--- config.mk ---
export PLATFORM = sky130hd
export DESIGN_NAME = bank_idle_table
export DESIGN_NICKNAME = d
export VERILOG_FILES = /design/src/rtl/bht_pkg.sv /design/src/rtl/bht_timebase.sv /design/src/rtl/bht_entry.sv /design/src/rtl/bht_lookup.sv /design/src/rtl/bank_idle_table.sv
export SDC_FILE = /design/constraint.sdc
export NUM_CORES = 2
export LEC_CHECK = 0
export BUFFER_PORTS_ARGS = -buffer_cell sky130_fd_sc_hd__clkbuf_2
export CAP_MARGIN = 20
export CORE_MARGIN = 2
export CORE_UTILIZATION = 66
export DETAILED_ROUTE_END_ITERATION = 10
export PLACE_DENSITY = 0.82
export SLEW_MARGIN = 40
export SYNTH_ARGS = -nofsm -noshare
export SYNTH_HDL_FRONTEND = slang
export SYNTH_HIERARCHICAL = 1
export SYNTH_SLANG_ARGS = --single-unit
--- constraint.sdc ---
create_clock -name clk -period 10.3 [get_ports clk]
set_input_delay 0.515 -clock clk [delete_from_list [all_inputs] [get_ports clk]]
set_output_delay 0.515 -clock clk [all_outputs]
set_load 0.005 [all_outputs]
--- src/rtl/bht_pkg.sv ---
package bht_pkg;

    localparam int unsigned DEF_NUM_BANKS = 64;
    localparam int unsigned DEF_WINDOW    = 200;

    // What happens to one table entry in a given cycle
    typedef enum logic [1:0] {
        ENT_HOLD  = 2'd0,
        ENT_LOAD  = 2'd1,
        ENT_CLEAR = 2'd2
    } ent_action_e;

    // Width of the wrap-around time counter: must exceed the longest age
    // a valid entry can reach (window plus one full sweep round).
    function automatic int unsigned time_width(input int unsigned window,
                                               input int unsigned banks);
        return $clog2(window + banks) + 1;
    endfunction

    // Age is already reduced modulo the counter width by the caller.
    function automatic logic age_expired(input int unsigned age,
                                         input int unsigned window);
        return age >= window;
    endfunction

endpackage

--- src/rtl/bht_timebase.sv ---
module bht_timebase #(
    parameter int unsigned NUM_BANKS = bht_pkg::DEF_NUM_BANKS,
    parameter int unsigned CNT_W     = 10,
    localparam int unsigned BANK_W   = (NUM_BANKS > 1) ? $clog2(NUM_BANKS) : 1
) (
    input  logic              clk,
    input  logic              rst,
    output logic [CNT_W-1:0]  now,
    output logic [BANK_W-1:0] sweep_ptr
);

    localparam logic [BANK_W-1:0] LAST_IDX = BANK_W'(NUM_BANKS - 1);

    always_ff @(posedge clk) begin
        if (rst) begin
            now       <= '0;
            sweep_ptr <= '0;
        end else begin
            now <= now + 1'b1;
            if (sweep_ptr == LAST_IDX)
                sweep_ptr <= '0;
            else
                sweep_ptr <= sweep_ptr + 1'b1;
        end
    end

    a_r9_sweep_in_range: assert property (@(posedge clk) disable iff (rst)
        sweep_ptr <= LAST_IDX);

    a_r3_time_advances: assert property (@(posedge clk) disable iff (rst)
        !$past(rst) |-> now == CNT_W'($past(now) + 1'b1));

endmodule

--- src/rtl/bht_entry.sv ---
module bht_entry #(
    parameter int unsigned NUM_BANKS = bht_pkg::DEF_NUM_BANKS,
    parameter int unsigned WINDOW    = bht_pkg::DEF_WINDOW,
    parameter int unsigned CNT_W     = 10
) (
    input  logic             clk,
    input  logic             rst,
    input  logic [CNT_W-1:0] now,
    input  logic             hit,        // head update names this bank
    input  logic             swept,      // sweep pointer is on this entry
    output logic             valid_q,
    output logic [CNT_W-1:0] stamp_q
);
    import bht_pkg::*;

    logic [CNT_W-1:0] age;
    ent_action_e      action;

    assign age = now - stamp_q;

    always_comb begin
        if (hit)
            action = ENT_LOAD;
        else if (swept && valid_q && age_expired(int'(age), WINDOW))
            action = ENT_CLEAR;
        else
            action = ENT_HOLD;
    end

    always_ff @(posedge clk) begin
        if (rst) begin
            valid_q <= 1'b0;
            stamp_q <= '0;
        end else begin
            unique case (action)
                ENT_LOAD: begin
                    valid_q <= 1'b1;
                    stamp_q <= now;
                end
                ENT_CLEAR: valid_q <= 1'b0;
                default: ;
            endcase
        end
    end

    // sweep keeps every live stamp within one window plus one sweep round
    a_r9_stale_bounded: assert property (@(posedge clk) disable iff (rst)
        valid_q |-> int'(age) < int'(WINDOW + NUM_BANKS));

    // an entry only becomes valid through a head update naming it
    a_r4_set_needs_hit: assert property (@(posedge clk) disable iff (rst)
        $rose(valid_q) |-> $past(hit));

endmodule

--- src/rtl/bht_lookup.sv ---
module bht_lookup #(
    parameter int unsigned NUM_BANKS = bht_pkg::DEF_NUM_BANKS,
    parameter int unsigned WINDOW    = bht_pkg::DEF_WINDOW,
    parameter int unsigned CNT_W     = 10,
    localparam int unsigned BANK_W   = (NUM_BANKS > 1) ? $clog2(NUM_BANKS) : 1
) (
    input  logic                            clk,
    input  logic                            rst,
    input  logic [CNT_W-1:0]                now,
    input  logic [NUM_BANKS-1:0]            valid_vec,
    input  logic [NUM_BANKS-1:0][CNT_W-1:0] stamp_vec,
    input  logic                            fire,
    input  logic [BANK_W-1:0]               bank,
    output logic                            res_valid,
    output logic [BANK_W-1:0]               res_bank,
    output logic                            res_prio
);
    import bht_pkg::*;

    typedef struct packed {
        logic              valid;
        logic [BANK_W-1:0] bank;
        logic              prio;
    } result_t;

    logic             sel_valid;
    logic [CNT_W-1:0] sel_stamp;
    logic [CNT_W-1:0] sel_age;
    logic             idle;
    result_t          res_q;

    always_comb begin
        sel_valid = 1'b0;
        sel_stamp = '0;
        if (int'(bank) < int'(NUM_BANKS)) begin
            sel_valid = valid_vec[bank];
            sel_stamp = stamp_vec[bank];
        end
    end

    assign sel_age = now - sel_stamp;
    assign idle    = !sel_valid || age_expired(int'(sel_age), WINDOW);

    always_ff @(posedge clk) begin
        if (rst) begin
            res_q <= '0;
        end else begin
            res_q.valid <= fire;
            if (fire) begin
                res_q.bank <= bank;
                res_q.prio <= idle;
            end
        end
    end

    assign res_valid = res_q.valid;
    assign res_bank  = res_q.bank;
    assign res_prio  = res_q.prio;

    a_r5_result_follows_head: assert property (@(posedge clk) disable iff (rst)
        !$past(rst) |-> res_valid == $past(fire));

    a_r10_bank_echo: assert property (@(posedge clk) disable iff (rst)
        $past(fire) && !$past(rst) |-> res_bank == $past(bank));

endmodule

--- src/rtl/bank_idle_table.sv ---
module bank_idle_table #(
    parameter int unsigned NUM_BANKS = bht_pkg::DEF_NUM_BANKS,
    parameter int unsigned WINDOW    = bht_pkg::DEF_WINDOW,
    localparam int unsigned BANK_W   = (NUM_BANKS > 1) ? $clog2(NUM_BANKS) : 1,
    localparam int unsigned CNT_W    = bht_pkg::time_width(WINDOW, NUM_BANKS)
) (
    input  logic              clk,
    input  logic              rst,
    input  logic              upd_valid,
    input  logic              upd_head,
    input  logic [BANK_W-1:0] upd_bank,
    input  logic              lk_valid,
    input  logic              lk_head,
    input  logic [BANK_W-1:0] lk_bank,
    output logic              res_valid,
    output logic [BANK_W-1:0] res_bank,
    output logic              res_prio
);

    logic [CNT_W-1:0]                now;
    logic [BANK_W-1:0]               sweep_ptr;
    logic [NUM_BANKS-1:0]            valid_vec;
    logic [NUM_BANKS-1:0][CNT_W-1:0] stamp_vec;
    logic                            upd_fire;
    logic                            lk_fire;

    assign upd_fire = upd_valid && upd_head;
    assign lk_fire  = lk_valid && lk_head;

    bht_timebase #(
        .NUM_BANKS (NUM_BANKS),
        .CNT_W     (CNT_W)
    ) u_time (
        .clk       (clk),
        .rst       (rst),
        .now       (now),
        .sweep_ptr (sweep_ptr)
    );

    for (genvar gi = 0; gi < NUM_BANKS; gi++) begin : g_entry
        logic hit_i;
        logic swept_i;
        assign hit_i   = upd_fire && (int'(upd_bank) == gi);
        assign swept_i = (int'(sweep_ptr) == gi);

        bht_entry #(
            .NUM_BANKS (NUM_BANKS),
            .WINDOW    (WINDOW),
            .CNT_W     (CNT_W)
        ) u_ent (
            .clk     (clk),
            .rst     (rst),
            .now     (now),
            .hit     (hit_i),
            .swept   (swept_i),
            .valid_q (valid_vec[gi]),
            .stamp_q (stamp_vec[gi])
        );
    end

    bht_lookup #(
        .NUM_BANKS (NUM_BANKS),
        .WINDOW    (WINDOW),
        .CNT_W     (CNT_W)
    ) u_look (
        .clk       (clk),
        .rst       (rst),
        .now       (now),
        .valid_vec (valid_vec),
        .stamp_vec (stamp_vec),
        .fire      (lk_fire),
        .bank      (lk_bank),
        .res_valid (res_valid),
        .res_bank  (res_bank),
        .res_prio  (res_prio)
    );

    // a colliding lookup of an empty entry still reports idle
    a_r6_lookup_before_update: assert property (@(posedge clk) disable iff (rst)
        lk_fire && upd_fire && (lk_bank == upd_bank) && !valid_vec[lk_bank]
        |=> res_prio);

    // a lookup right after an update of the same bank reports busy
    a_r2_recent_busy: assert property (@(posedge clk) disable iff (rst)
        res_valid && $past(upd_fire, 2) && !$past(rst, 2)
        && ($past(upd_bank, 2) == res_bank) |-> !res_prio);

endmodule

==> Implementation_results.wiki <==
{| class="wikitable"
! Metric !! Value
|-
| Clk_lat worst skew || roughly 670 ps
|-
| Maximum frequency from static timing analysis || roughly 210 MHz
|-
| Proportion of layout cells with a drive suffix above 1 || ~14%
|-
| Worst Clk Skew || around 29 ps
|-
| Type of the worst setup path || in2reg
|-
| GR Overflow Total || 0
|-
| Leading cell types by total area after synthesis || dfxtp_1, ha_1, mux2i_1, mux4_2, nor2_1
|-
| Horizontal die dimension || roughly 310 um
|-
| Maximum clock insertion buffer count || 3
|-
| Setup Total Neg Slack || 0 ps
|-
| Detailed Place HPWL || between 100000 and 150000 um
|-
| Pin count of the biggest net entering global routing || ~150
|-
| Final Power || between 7 and 8 mW
|-
| Sequential share of power || 39.8%
|-
| Number of H-tree levels || 3
|-
| Most numerous cell in the Yosys netlist || nor2_1
|-
| Die outline height || roughly 310 um
|-
| Clk pwr share || 45.0%
|-
| Net switching power || around 2.0 mW
|-
| Cell Int Power || 5.20 mW
|-
| Warnings from Yosys || 6
|-
| Post-route DRC violation count || 0
|-
| Peak VDD IR || about 0.13 mV
|-
| Die footprint || slightly below 0.1 mm2
|-
| Flip-flop and latch area || between 0.01 and 0.015 mm2
|-
| Via count || 55034
|-
| Weighted congestion reported at the end of routability-driven placement || about 0.99
|-
| Post-synth top flop || dfxtp_1
|-
| Post-synth top area cell || dfxtp_1
|-
| Share of flip-flops with an asynchronous set or reset after synthesis || 0%
|-
| Post-synthesis area per instance || roughly 9 um2
|-
| Final setup violation count || 0
|-
| CTS buffer count || 84
|-
| TritonCTS sink count || approximately 730
|-
| Post-synth EDFFs || 0
|-
| CTS tree || yes
|-
| Shortest period the worst path allows || 4790 ps
|-
| Endpoints failing hold || 0
|-
| Detail-routed via count per cell || between 6 and 7
|-
| Register clock-pin slew on the reported worst setup and hold paths || roughly 60 ps
|-
| CP arrival || between 5000 and 6000 ps
|-
| Root Buffer || clkbuf_16
|-
| Syn_nets || 7631
|-
| Type of the worst min-delay path || in2reg
|-
| DRT Wirelength || between 150000 and 200000 um
|-
| Synth top area share || 23.3%
|-
| PostCTS Resize Cnt || 0
|-
| Site Rows || between 100 and 150
|-
| Number of DRC markers in iteration 0 || between 5000 and 6000
|-
| Number of input and output port buffers inserted || 25
|-
| Post-synthesis instance total || around 7000
|-
| Count of antenna-violating nets left after detailed routing || 0
|-
| RSZ-0062 raised after global routing || no
|-
| Sequential fraction of the synthesis area || approximately a quarter
|-
| Switching part of the total || a little over a quarter
|-
| Via count of the first global-routing pass || roughly 53000
|-
| Final max-slew violation count || 0
|-
| Result of the run || finished, final reports clean
|-
| Total global-route track usage || about two fifths
|-
| Effective utilization at floorplan || between 60% and 70%
|-
| Core area || approximately 0.094 mm2
|-
| Routed length per instance || roughly 23 um
|-
| Endpoint class of the critical path || flop
|-
| Required time of the worst setup path || about 11000 ps
|-
| Total leakage power || approximately 24 nW
|-
| Cell area after technology mapping || about 0.063 mm2
|-
| Iteration count of the initial detailed-routing pass || 8
|-
| Startpoint Class || input pin
|-
| Number of distinct library cells after synthesis || 76
|-
| Filler instances || 6834
|-
| Max Cap Violations || 0
|-
| Number of antenna violations at the first check in global routing || 13
|-
| Count of buffers added by post-CTS timing repair for setup || 0
|-
| Most instantiated cells after synthesis || nor2_1, inv_1, dfxtp_1
|-
| Number of synthesized register bits || roughly 730
|-
| Total of hold buffers inserted after clock tree synthesis || 0
|-
| Largest fanout on the critical path || 78
|-
| Remaining max-slew budget at the tightest pin || between 30% and 40%
|-
| P per Cell Area || around 110 mW/mm2
|-
| Fin crit share || around 46%
|-
| Net count, final || roughly 7600
|-
| Transition time of the tightest slew-check pin || between 1000 and 1500 ps
|-
| Area growth syn-to-layout || 7.38%
|-
| Boundary pin count || 26
|-
| Wire length of the first global-routing pass || ~300000 um
|-
| Total area of multi-input combinational cells || 0.0436 mm2
|-
| Comb pwr share || 15.2%
|}
## worst max-delay path, cell delays in order
cell and delay, ps:
buf_8 480, buf_12 540, mux4_2 640, mux4_2 570
mux4_2 490, ha_1 230, fa_1 390, inv_1 60
a21oi_1 100, o21bai_1 220, a311o_1 240, nand4_1 90
a2111oi_0 440, a31oi_1 140
## registers in the layout, indices dropped and copies added (netlist names)
signal and cells:
u_look/res_prio 1, g_entry.u_ent/stamp_q 640, g_entry.u_ent/valid_q 64, u_time/sweep_ptr 6, u_look/res_bank 6, u_look/res_valid 1, u_time/now 10
## layout by cell type (no fill, tap or decap), types with 21 or more instances in the layout
master	count
a2111oi_0	56
a2111oi_2	55
a211oi_1	60
a21oi_1	218
a21oi_2	82
a2bb2oi_2	55
buf_4	88
clkbuf_16	86
clkbuf_2	21
dfxtp_1	718
fa_1	65
ha_1	587
inv_1	886
mux2i_1	649
mux4_2	225
nand2_1	235
nand2b_1	120
nand3_1	307
nor2_1	922
nor2b_1	72
nor4_1	120
o2111a_1	55
o211ai_1	111
o21ai_0	127
o21ai_1	27
o311a_2	55
o311ai_1	55
o31a_1	65
o31ai_2	110
or2_4	55
or3_1	25
xnor2_1	189
xor2_1	177
## power groups by stage
stage	Sequential (mW)	Combinational [mW]	Clock (mW)
final	2.86	1.09	3.23
after global routing	2.86	1.18	3.34
after CTS	2.86	1.06	3.24
after detailed placement	2.92	1.05	0
after global placement	2.92	1.01	0
after floorplan	2.94	0.823	0
## path summary, 6_finish.rpt
path	slack [ps]	cells past startpoint	start	to
setup / recovery	5510	14	lk_bank[0]	u_look/res_prio
hold / removal	330	2	rst	g_entry[35].u_ent/stamp_q[6]
setup reg to reg	6260	10	u_time/now[2]	g_entry[55].u_ent/valid_q
hold reg to reg	490	2	u_look/res_bank[5]	u_look/res_bank[5]
## routing by layer
metal / up-vias / wire length, um / track usage (%)
met1: 26583 / 74100 / 48.9
met4: 18 / 13500 / 24.1
li1: 24990 / - / -
met3: 718 / 21300 / 9.74
met2: 2725 / 82700 / 58.5
met5: - / 120 / 0
## layout make-up
| class | instances | share of cell area, % |
|---|---|---|
| multi-input cells | 5114 | 65.0 |
| flip-flops and latches | 728 | 21.8 |
| inverters | 895 | 5.00 |
| clock buffers | 111 | 3.51 |
| well taps | 1254 | 2.34 |
| repair buffers | 128 | 1.61 |
| clock inverters | 38 | 0.801 |
| diodes | 3 | 0.0112 |
## cell families (layout without fill, tap and decap cells)
group           count (synthesis)  count (layout)  share of synthesized area [%]
simple gates                 1997            1997                           15.4
compound gates               1215            1215                           16.7
buf+inv                      1119            1172                           7.01
mux                           884             884                           18.7
flops                         728             728                           23.3
fa+ha+maj                     652             652                           13.8
xor+xnor                      366             366                           5.13
other cells                     0               3                              0
## stage by stage
step / hold WS [ps] / worst slack [ps] / instance area, um2 / instances / util (%)
2_1_floorplan: 478 / 2550 / 62500 / 6961 / -
5_1_grt: 377 / 5190 / 67100 / 8268 / 71.7
6_report: 330 / 5510 / 67200 / 8271 / 71.7
3_5_place_dp: 484 / 4690 / 64200 / 8116 / 68.6
3_3_place_gp: 472 / 4720 / 64000 / 8110 / 68.4
4_1_cts: 347 / 5370 / 67100 / 8265 / 71.7
(Power assumes the default switching activity.)
